==> src/rtl/ibgpio_pkg.sv <==
package ibgpio_pkg;

  typedef struct packed {
    logic spc;   // alternate function owns the pad
    logic inv;   // polarity invert
    logic is_in; // direction: 1 = input
  } pin_cfg_t;

  localparam pin_cfg_t PIN_CFG_RST = '{spc: 1'b0, inv: 1'b0, is_in: 1'b1};

  function automatic int pin_grp(int p, int w0, int w1);
    if (p < w0) return 0;
    if (p < w0 + w1) return 1;
    return 2;
  endfunction

  function automatic int pin_bit(int p, int w0, int w1);
    if (p < w0) return p;
    if (p < w0 + w1) return p - w0;
    return p - w0 - w1;
  endfunction

  // index-port address for each pair selection
  function automatic logic [7:0] pair_base(logic [1:0] sel);
    case (sel)
      2'd0:    return 8'hE0;
      2'd1:    return 8'hE2;
      2'd2:    return 8'hE4;
      default: return 8'hEA;
    endcase
  endfunction

endpackage

==> src/rtl/ibgpio_cfg.sv <==
module ibgpio_cfg
  import ibgpio_pkg::*;
#(
  parameter int G0_W     = 8,
  parameter int G1_W     = 6,
  parameter int G2_W     = 8,
  parameter int G0_BASE  = 'hE0,
  parameter int G1_BASE  = 'hE8,
  parameter int G2_BASE  = 'hF5,
  parameter int SEL_ADDR = 'h03,
  localparam int PIN_N   = G0_W + G1_W + G2_W
) (
  input  logic                 clk_i,
  input  logic                 rst_ni,
  input  logic                 cfg_we_i,
  input  logic [7:0]           cfg_addr_i,
  input  logic [7:0]           cfg_wdata_i,
  output logic                 en_o,
  output logic [1:0]           pair_o,
  output pin_cfg_t [PIN_N-1:0] cfg_o
);

  logic       sel_we;
  logic       en_rise;
  logic [4:0] unused_wdata;

  assign sel_we       = cfg_we_i && (cfg_addr_i == 8'(SEL_ADDR));
  assign en_rise      = sel_we && cfg_wdata_i[7] && !en_o;
  assign unused_wdata = {cfg_wdata_i[6:4], cfg_wdata_i[2], 1'b0};

  always_ff @(posedge clk_i or negedge rst_ni) begin
    if (!rst_ni) begin
      en_o   <= 1'b0;
      pair_o <= 2'd0;
    end else if (sel_we) begin
      en_o   <= cfg_wdata_i[7];
      pair_o <= cfg_wdata_i[1:0];
    end
  end

  for (genvar p = 0; p < PIN_N; p++) begin : g_pin
    localparam int ADDR = (p < G0_W)        ? G0_BASE + p :
                          (p < G0_W + G1_W) ? G1_BASE + p - G0_W :
                                              G2_BASE + p - G0_W - G1_W;
    logic hit;
    assign hit = cfg_we_i && (cfg_addr_i == 8'(ADDR));

    always_ff @(posedge clk_i or negedge rst_ni) begin
      if (!rst_ni) begin
        cfg_o[p] <= PIN_CFG_RST;
      end else if (en_rise) begin
        cfg_o[p] <= PIN_CFG_RST;
      end else if (hit) begin
        cfg_o[p] <= '{spc: cfg_wdata_i[3], inv: cfg_wdata_i[1], is_in: cfg_wdata_i[0]};
      end
    end
  end

endmodule

==> src/rtl/ibgpio_host.sv <==
module ibgpio_host
  import ibgpio_pkg::*;
#(
  parameter int IO_AW  = 16,
  parameter int G0_W   = 8,
  parameter int G1_W   = 6,
  parameter int G2_W   = 8,
  localparam int PIN_N = G0_W + G1_W + G2_W
) (
  input  logic             clk_i,
  input  logic             rst_ni,
  input  logic             en_i,
  input  logic [1:0]       pair_i,
  input  logic [IO_AW-1:0] io_addr_i,
  input  logic             io_wr_i,
  input  logic             io_rd_i,
  input  logic [7:0]       io_wdata_i,
  output logic [7:0]       io_rdata_o,
  input  logic [PIN_N-1:0] rd_bits_i,
  output logic [PIN_N-1:0] lat_we_o,
  output logic [PIN_N-1:0] lat_d_o,
  output logic [7:0]       idx_o
);

  logic [IO_AW-1:0] idx_addr;
  logic [IO_AW-1:0] dat_addr;
  logic             idx_hit;
  logic             dat_hit;
  logic [2:0][7:0]  grp_rd;

  assign idx_addr = IO_AW'(pair_base(pair_i));
  assign dat_addr = idx_addr + IO_AW'(1);
  assign idx_hit  = en_i && (io_addr_i == idx_addr);
  assign dat_hit  = en_i && (io_addr_i == dat_addr);

  always_ff @(posedge clk_i or negedge rst_ni) begin
    if (!rst_ni)                idx_o <= 8'd0;
    else if (idx_hit && io_wr_i) idx_o <= io_wdata_i;
  end

  always_comb begin
    grp_rd = '0;
    for (int p = 0; p < PIN_N; p++) begin
      grp_rd[pin_grp(p, G0_W, G1_W)][pin_bit(p, G0_W, G1_W)] = rd_bits_i[p];
    end
  end

  always_comb begin
    for (int p = 0; p < PIN_N; p++) begin
      lat_we_o[p] = dat_hit && io_wr_i && (idx_o == 8'(pin_grp(p, G0_W, G1_W) + 1));
      lat_d_o[p]  = io_wdata_i[pin_bit(p, G0_W, G1_W)];
    end
  end

  always_comb begin
    io_rdata_o = 8'd0;
    if (io_rd_i && idx_hit) begin
      io_rdata_o = idx_o;
    end else if (io_rd_i && dat_hit) begin
      case (idx_o)
        8'd1:    io_rdata_o = grp_rd[0];
        8'd2:    io_rdata_o = grp_rd[1];
        8'd3:    io_rdata_o = grp_rd[2];
        default: io_rdata_o = 8'd0;
      endcase
    end
  end

endmodule

==> src/rtl/ibgpio_pin.sv <==
module ibgpio_pin
  import ibgpio_pkg::*;
#(
  parameter int SYNC_N = 2
) (
  input  logic     clk_i,
  input  logic     rst_ni,
  input  logic     en_i,
  input  pin_cfg_t cfg_i,
  input  logic     lat_we_i,
  input  logic     lat_d_i,
  input  logic     pad_i,
  input  logic     alt_o_i,
  input  logic     alt_oe_i,
  output logic     pad_o,
  output logic     pad_oe_o,
  output logic     rd_o
);

  logic lat_q;
  logic pad_s;

  if (SYNC_N <= 1) begin : g_sync1
    always_ff @(posedge clk_i or negedge rst_ni) begin
      if (!rst_ni) pad_s <= 1'b0;
      else         pad_s <= pad_i;
    end
  end else begin : g_syncn
    logic [SYNC_N-1:0] sq;
    always_ff @(posedge clk_i or negedge rst_ni) begin
      if (!rst_ni) sq <= '0;
      else         sq <= {sq[SYNC_N-2:0], pad_i};
    end
    assign pad_s = sq[SYNC_N-1];
  end

  always_ff @(posedge clk_i or negedge rst_ni) begin
    if (!rst_ni)       lat_q <= 1'b0;
    else if (lat_we_i) lat_q <= lat_d_i;
  end

  always_comb begin
    if (cfg_i.spc) begin
      pad_o    = alt_o_i;
      pad_oe_o = alt_oe_i && en_i;
    end else begin
      pad_o    = lat_q ^ cfg_i.inv;
      pad_oe_o = !cfg_i.is_in && en_i;
    end
  end

  assign rd_o = (cfg_i.spc || cfg_i.is_in) ? (pad_s ^ cfg_i.inv) : lat_q;

endmodule

==> src/rtl/ibgpio_bank.sv <==
module ibgpio_bank
  import ibgpio_pkg::*;
#(
  parameter int IO_AW    = 16,
  parameter int G0_W     = 8,
  parameter int G1_W     = 6,
  parameter int G2_W     = 8,
  parameter int SYNC_N   = 2,
  parameter int SEL_ADDR = 'h03,
  localparam int PIN_N   = G0_W + G1_W + G2_W
) (
  input  logic             clk_i,
  input  logic             rst_ni,
  input  logic             cfg_we_i,
  input  logic [7:0]       cfg_addr_i,
  input  logic [7:0]       cfg_wdata_i,
  input  logic [IO_AW-1:0] io_addr_i,
  input  logic             io_wr_i,
  input  logic             io_rd_i,
  input  logic [7:0]       io_wdata_i,
  output logic [7:0]       io_rdata_o,
  input  logic [PIN_N-1:0] gpio_i,
  output logic [PIN_N-1:0] gpio_o,
  output logic [PIN_N-1:0] gpio_oe_o,
  input  logic [PIN_N-1:0] alt_o_i,
  input  logic [PIN_N-1:0] alt_oe_i
);

  logic                 bank_en;
  logic [1:0]           pair_sel;
  pin_cfg_t [PIN_N-1:0] pin_cfg;
  logic [PIN_N-1:0]     rd_bits;
  logic [PIN_N-1:0]     lat_we;
  logic [PIN_N-1:0]     lat_d;
  logic [7:0]           host_idx;
  logic [PIN_N-1:0]     cfg_in_v;
  logic [PIN_N-1:0]     cfg_spc_v;

  ibgpio_cfg #(
    .G0_W(G0_W), .G1_W(G1_W), .G2_W(G2_W), .SEL_ADDR(SEL_ADDR)
  ) u_cfg (
    .clk_i, .rst_ni, .cfg_we_i, .cfg_addr_i, .cfg_wdata_i,
    .en_o(bank_en), .pair_o(pair_sel), .cfg_o(pin_cfg)
  );

  ibgpio_host #(
    .IO_AW(IO_AW), .G0_W(G0_W), .G1_W(G1_W), .G2_W(G2_W)
  ) u_host (
    .clk_i, .rst_ni, .en_i(bank_en), .pair_i(pair_sel),
    .io_addr_i, .io_wr_i, .io_rd_i, .io_wdata_i, .io_rdata_o,
    .rd_bits_i(rd_bits), .lat_we_o(lat_we), .lat_d_o(lat_d), .idx_o(host_idx)
  );

  for (genvar p = 0; p < PIN_N; p++) begin : g_pin
    ibgpio_pin #(.SYNC_N(SYNC_N)) u_pin (
      .clk_i, .rst_ni, .en_i(bank_en), .cfg_i(pin_cfg[p]),
      .lat_we_i(lat_we[p]), .lat_d_i(lat_d[p]), .pad_i(gpio_i[p]),
      .alt_o_i(alt_o_i[p]), .alt_oe_i(alt_oe_i[p]),
      .pad_o(gpio_o[p]), .pad_oe_o(gpio_oe_o[p]), .rd_o(rd_bits[p])
    );
    assign cfg_in_v[p]  = pin_cfg[p].is_in;
    assign cfg_spc_v[p] = pin_cfg[p].spc;
  end

endmodule

==> config.mk <==
export PLATFORM = sky130hd
export DESIGN_NAME = ibgpio_bank
export DESIGN_NICKNAME = d
export VERILOG_FILES = /design/src/rtl/ibgpio_pkg.sv /design/src/rtl/ibgpio_cfg.sv /design/src/rtl/ibgpio_host.sv /design/src/rtl/ibgpio_pin.sv /design/src/rtl/ibgpio_bank.sv
export SDC_FILE = /design/constraint.sdc
export NUM_CORES = 1
export LEC_CHECK = 0
export BUFFER_PORTS_ARGS = -buffer_cell sky130_fd_sc_hd__buf_2
export CAP_MARGIN = 0
export CORE_MARGIN = 5
export CORE_UTILIZATION = 51
export CTS_BUF_LIST = sky130_fd_sc_hd__clkbuf_2
export DETAILED_ROUTE_END_ITERATION = 8
export GPL_TIMING_DRIVEN = 0
export PLACE_DENSITY = 0.76
export SLEW_MARGIN = 40
export SYNTH_ARGS = -nofsm -noshare
export SYNTH_HDL_FRONTEND = slang
export SYNTH_SLANG_ARGS = --single-unit
==> constraint.sdc <==
create_clock -name clk_i -period 2.05 [get_ports clk_i]
set_input_delay 0.3075 -clock clk_i [delete_from_list [all_inputs] [get_ports clk_i]]
set_output_delay 0.3075 -clock clk_i [all_outputs]
set_load 0.02 [all_outputs]
==> results of run 1 <==
## state kept, by name, summed over array words and instances, names as in the netlist
| name | cells |
|---|---|
| g_pin.u_pin.g_syncn.sq | 44 |
| u_cfg.cfg_o | 66 |
| u_cfg.en_o | 1 |
| u_cfg.pair_o | 2 |
| u_host.idx_o | 8 |
| g_pin.u_pin.lat_q | 22 |
## path summary, 6_finish.rpt
path / from / end / slack, ns / cells after the start
hold / removal: cfg_addr_i[3] / u_cfg.cfg_o[42] / 0.09 / 4
hold reg to reg: g_pin[5].u_pin.g_syncn.sq[0] / g_pin[5].u_pin.g_syncn.sq[1] / 0.36 / 0
min in group asynchronous: rst_ni / g_pin[1].u_pin.lat_q / 0.11 / 2
setup reg to reg: u_cfg.pair_o[0] / g_pin[6].u_pin.lat_q / 0 / 5
setup / recovery: u_host.idx_o[3] / io_rdata_o[0] / -0.70 / 5
max in group asynchronous: rst_ni / u_cfg.cfg_o[42] / 1.12 / 3
## metrics by stage
step / power [mW] / instances
6_report: 6.336 / 1128
5_1_grt: 6.590 / 1128
4_1_cts: 6.221 / 1136
3_5_place_dp: 3.920 / 1060
3_3_place_gp: 3.897 / 1059
2_1_floorplan: 3.568 / 721
## report_power, final
part | internal [mW] | switching (mW) | total, mW
registers | 2.98 | 0.111 | 3.09
logic | 0.535 | 0.548 | 1.08
clock network | 1.16 | 1.01 | 2.16
total | 4.67 | 1.66 | 6.34
## worst max-delay path, stage by stage, from the launching register on
cell and delay [ns]:
dfrtp_1 0.48, nor4_4 0.30, nand4_1 0.21, or4_4 0.47, a21oi_4 0.16, buf_6 0.14
## what timing repair did
| item | CTS | global route |
|---|---|---|
| pin swaps | 33 | 19 |
| gates resized for setup | 166 | 121 |
| gates cloned | 0 | 2 |
| hold buffers | 38 | 0 |
| endpoints found under the setup margin | 80 | 70 |
| endpoints found under the hold margin | 194 | 0 |
| buffers inserted | 20 | 14 |
## cell families (layout without fill, tap and decap cells)
kind of cell | Yosys count | in the layout | share of synthesized area, %
and+or+nand+nor | 256 | 256 | 17.52
DFF | 143 | 143 | 50.54
AOI/OAI and AO/OA | 129 | 129 | 9.470
buffers and inverters | 79 | 306 | 6.699
muxes | 69 | 69 | 10.24
xor gates and xnor gates | 45 | 45 | 5.524
## final cells by class
type	instances	area, sq um	share of cell area [%]
Multi-Input combinational cell	499	3613	36.29
Timing Repair Buffer	229	1908	19.16
Tap cell	180	225.2	2.262
Sequential cell	143	3613	36.29
Clock buffer	18	90.09	0.9046
Inverter	4	15.01	0.1508
Buffer	41	247.7	2.488
Clock inverter	14	245.2	2.463
## routing by layer
metal | GRT usage (%) | up-vias | wire length [um]
met5 | 0 | - | 0
met1 | 33.35 | 3044 | 8453
met2 | 40.09 | 363 | 10380
met4 | 8.926 | 0 | 669
met3 | 6.000 | 51 | 2061
li1 | - | 2871 | -
## placed cells by master, fill, tap and decap left out, types with 3 or more instances in the layout
cell and count:
xnor2_4 4, buf_6 69, o21ai_0 36, a21oi_4 5, clkinv_2 4, bufinv_16 7, a21oi_1 40, nor2b_1 4
nor2_2 8, buf_2 109, nor2b_4 18, clkbuf_1 18, xnor2_1 12, xor2_1 20, dfrtp_2 6, mux2_2 24
dfrtp_1 115, buf_12 4, nand4_1 3, nor3_1 16, nand2b_1 3, clkbuf_2 23, nor2_1 46, nand2_1 84
o21ai_1 16, o21ai_2 8, o22ai_1 9, dlygate4sd3_1 38, a21oi_2 8, inv_1 4, mux2i_1 36, nand3_1 36
buf_8 3, mux2_4 8, buf_4 21, nor2_4 7, dfstp_2 22, xnor2_2 9
==> impl_metrics.tcl, run 1 <==
set metrics [dict create \
    synth_edf_count 0 \
    io_buffers 158 \
    drtAntennaViolNets 0 \
    synth.area.top_cells "dfrtp_1 42%, dfstp_2 8.1%, mux2i_1 5.2%, mux2_2 5.1%, buf_4 4.7%" \
    ys_seq_area_share_pct 50.54 \
    core_sq_um 13770 \
    hold_violations 0 \
    n_antenna_cell 0 \
    drive_gt1_share_pct 41.46 \
    netlist_top_cells_count "121 x dfrtp_1, 84 x nand2_1, 61 x nor2_1" \
    cp-start-kind "register" \
    grt_max_degree 76 \
    synthMostInstantiatedCell "dfrtp_1" \
    yosysTopAreaCell "dfrtp_1" \
    synth_area_sq_um 7134 \
    finClkSkew_ns 0.02813 \
    clock_latency_ns 0.70 \
    die_w_um 128.3 \
    syn_avg_cell_area_sq_um 9.895 \
    routedWlPerCell_um 19.11 \
    wl_um 21560 \
    failed_checks "setup timing" \
    synth-main-ff-cell "dfrtp_1" \
    synth_fp_nets 832 \
    synth.distinct_cells 46 \
    cts.htree.levels 4 \
    maxSlewHeadroom_pct 46.03 \
    yosys_warnings 0 \
    gp_congestion 0.8910 \
    synthArstFlopShare_pct 100.0 \
    num_io_pins 163 \
    cts_root_buf "clkbuf_2" \
    syn_inst 721 \
    period_share_pct 134.3 \
    cts_sinks 143 \
    grt_overflow 0 \
    cp-end-kind "output pin" \
    drv_slew 0 \
    firstDrtPassIters 8 \
    grt_pass1_vias 6090 \
    whs_ns 0.08909 \
    ys_ff_latch 143 \
    die_area_sq_um 16450 \
    hold_path.class "input port to register" \
    grt_pass1_wl_um 31750 \
    dp_slack_ns -0.6115 \
    worst_slew_pin_slew_ns 0.8075 \
    antenna_found_initial 0 \
    cp.arrival_ns 2.45 \
    synth_top_area_share_pct 42.44 \
    postLayoutCellArea_sq_um 9958 \
    track_usage_pct 25.05 \
    drc 0 \
    p_leak_nw 4.616 \
    start_util_pct 51.80 \
    final_util_pct 72.30 \
    rsz0062_at_grt "yes" \
    critPathKind "register to output pin" \
    clkTransAtPathRegs_ns 0.20 \
    num-nets-final 1046 \
    fin_crit_ns 2.754 \
    fmax_mhz 363.1 \
    fin_ws_ns -0.7037 \
    critPathMaxFanout 3 \
    num_rows 43 \
    vias 6329 \
    max-clock-path-buffers 2 \
    power.density_nw_per_um2 636.3 \
    status "finished, violations left" \
    drt_iter0_markers 662 \
    max-vdd-ir-drop_uv 383.5 \
    die_h_um 128.3 \
    drt-vias-per-instance 5.611 \
    maxCapViolCount 0 \
    synthToLayoutAreaGrowth_pct 39.58 \
    dp_hpwl_um 14150 \
    numCtsBuffers 17 \
    tns_ns -7.912 \
    cts_tree "built" \
    required_ns 1.74 \
    placedInstanceArea_sq_um 8224 \
    fillCellCount 988 \
    setup_viol 29 \
]
Note: power is estimated with default switching activity, not from simulation.
==> run 2: changes to the inputs <==
--- a/config.mk
+++ b/config.mk
@@ -10,8 +10,8 @@
 export CORE_MARGIN = 5
 export CORE_UTILIZATION = 51
 export CTS_BUF_LIST = sky130_fd_sc_hd__clkbuf_2
+export CTS_CLUSTER_SIZE = 12
 export DETAILED_ROUTE_END_ITERATION = 8
-export GPL_TIMING_DRIVEN = 0
 export PLACE_DENSITY = 0.76
 export SLEW_MARGIN = 40
 export SYNTH_ARGS = -nofsm -noshare
==> run 2 against run 1 <==
  * The flow still finishes with violations (setup timing)
  * Setup slack lost 0.087 ns
  * Sequential cell count is the same
  * Hold slack lost 0.024 ns
  * Clock-buffer cell count grew 1
  * Die area is the same
  * Final cell count shrank 1.2%
  * Wire length shrank 3.5%
  * Largest cell class unchanged
==> impl_metrics.tcl, run 2 (synthesis gave the netlist of run 1 again) <==
set metrics [dict create \
    status "finished, violations left" \
    failed_checks "setup timing" \
    reg_top3 "u_cfg.cfg_o x66, g_pin.u_pin.g_syncn.sq x44, g_pin.u_pin.lat_q x22" \
    placedInstanceArea_sq_um 8054 \
    start_util_pct 51.80 \
    num_rows 43 \
    wl_um 20800 \
    cp-end-kind "output pin" \
    synthToLayoutAreaGrowth_pct 32.85 \
    grt_overflow 0 \
    grt_pass1_wl_um 31150 \
    maxCapViolCount 0 \
    drt-vias-per-instance 5.491 \
    die_area_sq_um 16450 \
    maxSlewHeadroom_pct 59.05 \
    num_io_pins 163 \
    numCtsBuffers 17 \
    finClkSkew_ns 0.01952 \
    crit_path_start "u_cfg.pair_o[0]" \
    core_sq_um 13770 \
    drtAntennaViolNets 0 \
    track_usage_pct 24.32 \
    final_util_pct 68.81 \
    drc 0 \
    cts_tree "built" \
    required_ns 1.74 \
    rsz0062_at_grt "yes" \
    vias 6123 \
    critPathMaxFanout 5 \
    dp_slack_ns -0.3586 \
    hold_violations 0 \
    multiInputGateArea_sq_um 3445 \
    seqPwrFrac_pct 51.6 \
    cts_root_buf "clkbuf_2" \
    grt_max_degree 64 \
    regMostFlops "u_cfg.cfg_o" \
    antenna_found_initial 0 \
    cts_sinks 143 \
    clkTransAtPathRegs_ns 0.19 \
    firstDrtPassIters 8 \
    grt_pass1_vias 6096 \
    totalPowerFinal_mw 5.983 \
    fillCellCount 1051 \
    cp-start-kind "register" \
    die_w_um 128.3 \
    max-vdd-ir-drop_uv 511.4 \
    period_share_pct 138.6 \
    postLayoutCellArea_sq_um 9478 \
    switchingPower_mw 1.629 \
    fin_ws_ns -0.7910 \
    final_cell_mix "121 x buf_2, 114 x dfrtp_1, 81 x nand2_1" \
    gp_congestion 0.9370 \
    clock_latency_ns 0.73 \
    drv_slew 0 \
    die_h_um 128.3 \
    cp.arrival_ns 2.53 \
    switching_share_pct 27.22 \
    max-clock-path-buffers 2 \
    critPathKind "register to output pin" \
    r2r_slack_ns -0.04 \
    num-nets-final 1033 \
    power.density_nw_per_um2 631.3 \
    dp_hpwl_um 13580 \
    worst_slew_pin_slew_ns 0.6143 \
    drt_iter0_markers 560 \
    cts.htree.levels 4 \
    rr_startpoint "u_cfg.pair_o[0]" \
    hold_path.class "input port to async pin" \
    internal_power_mw 4.354 \
    routedWlPerCell_um 18.66 \
    mostFrequentLayoutCell "buf_2" \
    io_buffers 158 \
    clockPowerShare_pct 32.2 \
    seqCellArea_sq_um 3615 \
    n_antenna_cell 0 \
    setup_viol 35 \
    dp_cells 1021 \
    p_leak_nw 4.548 \
    fmax_mhz 352.0 \
    drive_gt1_share_pct 42.03 \
    fin_crit_ns 2.841 \
    largest_reg_flops 66 \
    final_cells 1115 \
    p_comb_share_pct 16.2 \
]
run 2: changes by cell type in the layout (fill, tap and decap cells not counted), moves of 5 or more:
cell / before / now
buf_6: 69 / 28
nor2_1: 46 / 36
xnor2_1: 12 / 23
nor2b_4: 18 / 4
clkbuf_1: 18 / 0
dlygate4sd3_1: 38 / 33
buf_4: 21 / 69
a21oi_2: 8 / 15
nor2_2: 8 / 14
xnor2_2: 9 / 1
nor2b_1: 4 / 18
buf_2: 109 / 121
run 2: worst paths after layout:
check	endpoint	depth (start not counted)
worst max-delay path	io_rdata_o[3]	7
worst min-delay path	u_cfg.cfg_o[27]	2
worst max register to register	g_pin[21].u_pin.lat_q	6
worst min register to register	g_pin[5].u_pin.g_syncn.sq[1]	0
max in group asynchronous	u_cfg.cfg_o[8]	3
min in group clk_i	u_cfg.cfg_o[28]	3
run 2: layer usage:
layer | global-route usage [%] | vias up | routed length (um)
met5 | 0 | - | 0
met4 | 7.054 | 0 | 514
met2 | 39.96 | 234 | 10360
met3 | 5.250 | 42 | 1354
met1 | 32.50 | 3017 | 8571
li1 | - | 2830 | -
run 2: critical path, stage by stage (launching register included):
cell     delay, ns
dfrtp_1       0.42
or4bb_1       0.53
nand3_2       0.10
nand4_1       0.13
buf_6         0.17
a21o_4        0.22
nor2_4        0.12
buf_6         0.12
run 2: final cells by class:
cell class | count | share of cell area, %
Sequential cell | 143 | 38.14
Multi-Input combinational cell | 499 | 36.34
Timing Repair Buffer | 257 | 19.93
Tap cell | 180 | 2.376
Clock inverter | 13 | 2.046
Clock buffer | 19 | 1.003
Inverter | 4 | 0.1584
run 2: timing repair:
action                     in CTS  in global routing
setup buffers                  19                 18
pin swaps                      17                 18
gates resized for setup        58                128
gates cloned                    0                  2
setup endpoints to repair      38                 74
hold endpoints to repair      197                  0
hold buffers                   34                  0
run 2: through the flow:
stage	hold WS [ns]	TNS, ns
after floorplan	0.01191	-1.044
after global placement	0.1902	-8.815
after detailed placement	0.1885	-10.50
after CTS	0.004672	-10.39
after global routing	-0.0009888	-10.53
final	0.06505	-6.742
run 2: power by group through the flow:
stage	clock network [mW]	registers (mW)	logic [mW]
after floorplan	0	3.10	0.469
after CTS	1.94	3.08	0.854
after detailed placement	0	3.12	0.738
after global routing	2.06	3.11	1.06
final	1.93	3.09	0.971
after global placement	0	3.12	0.725
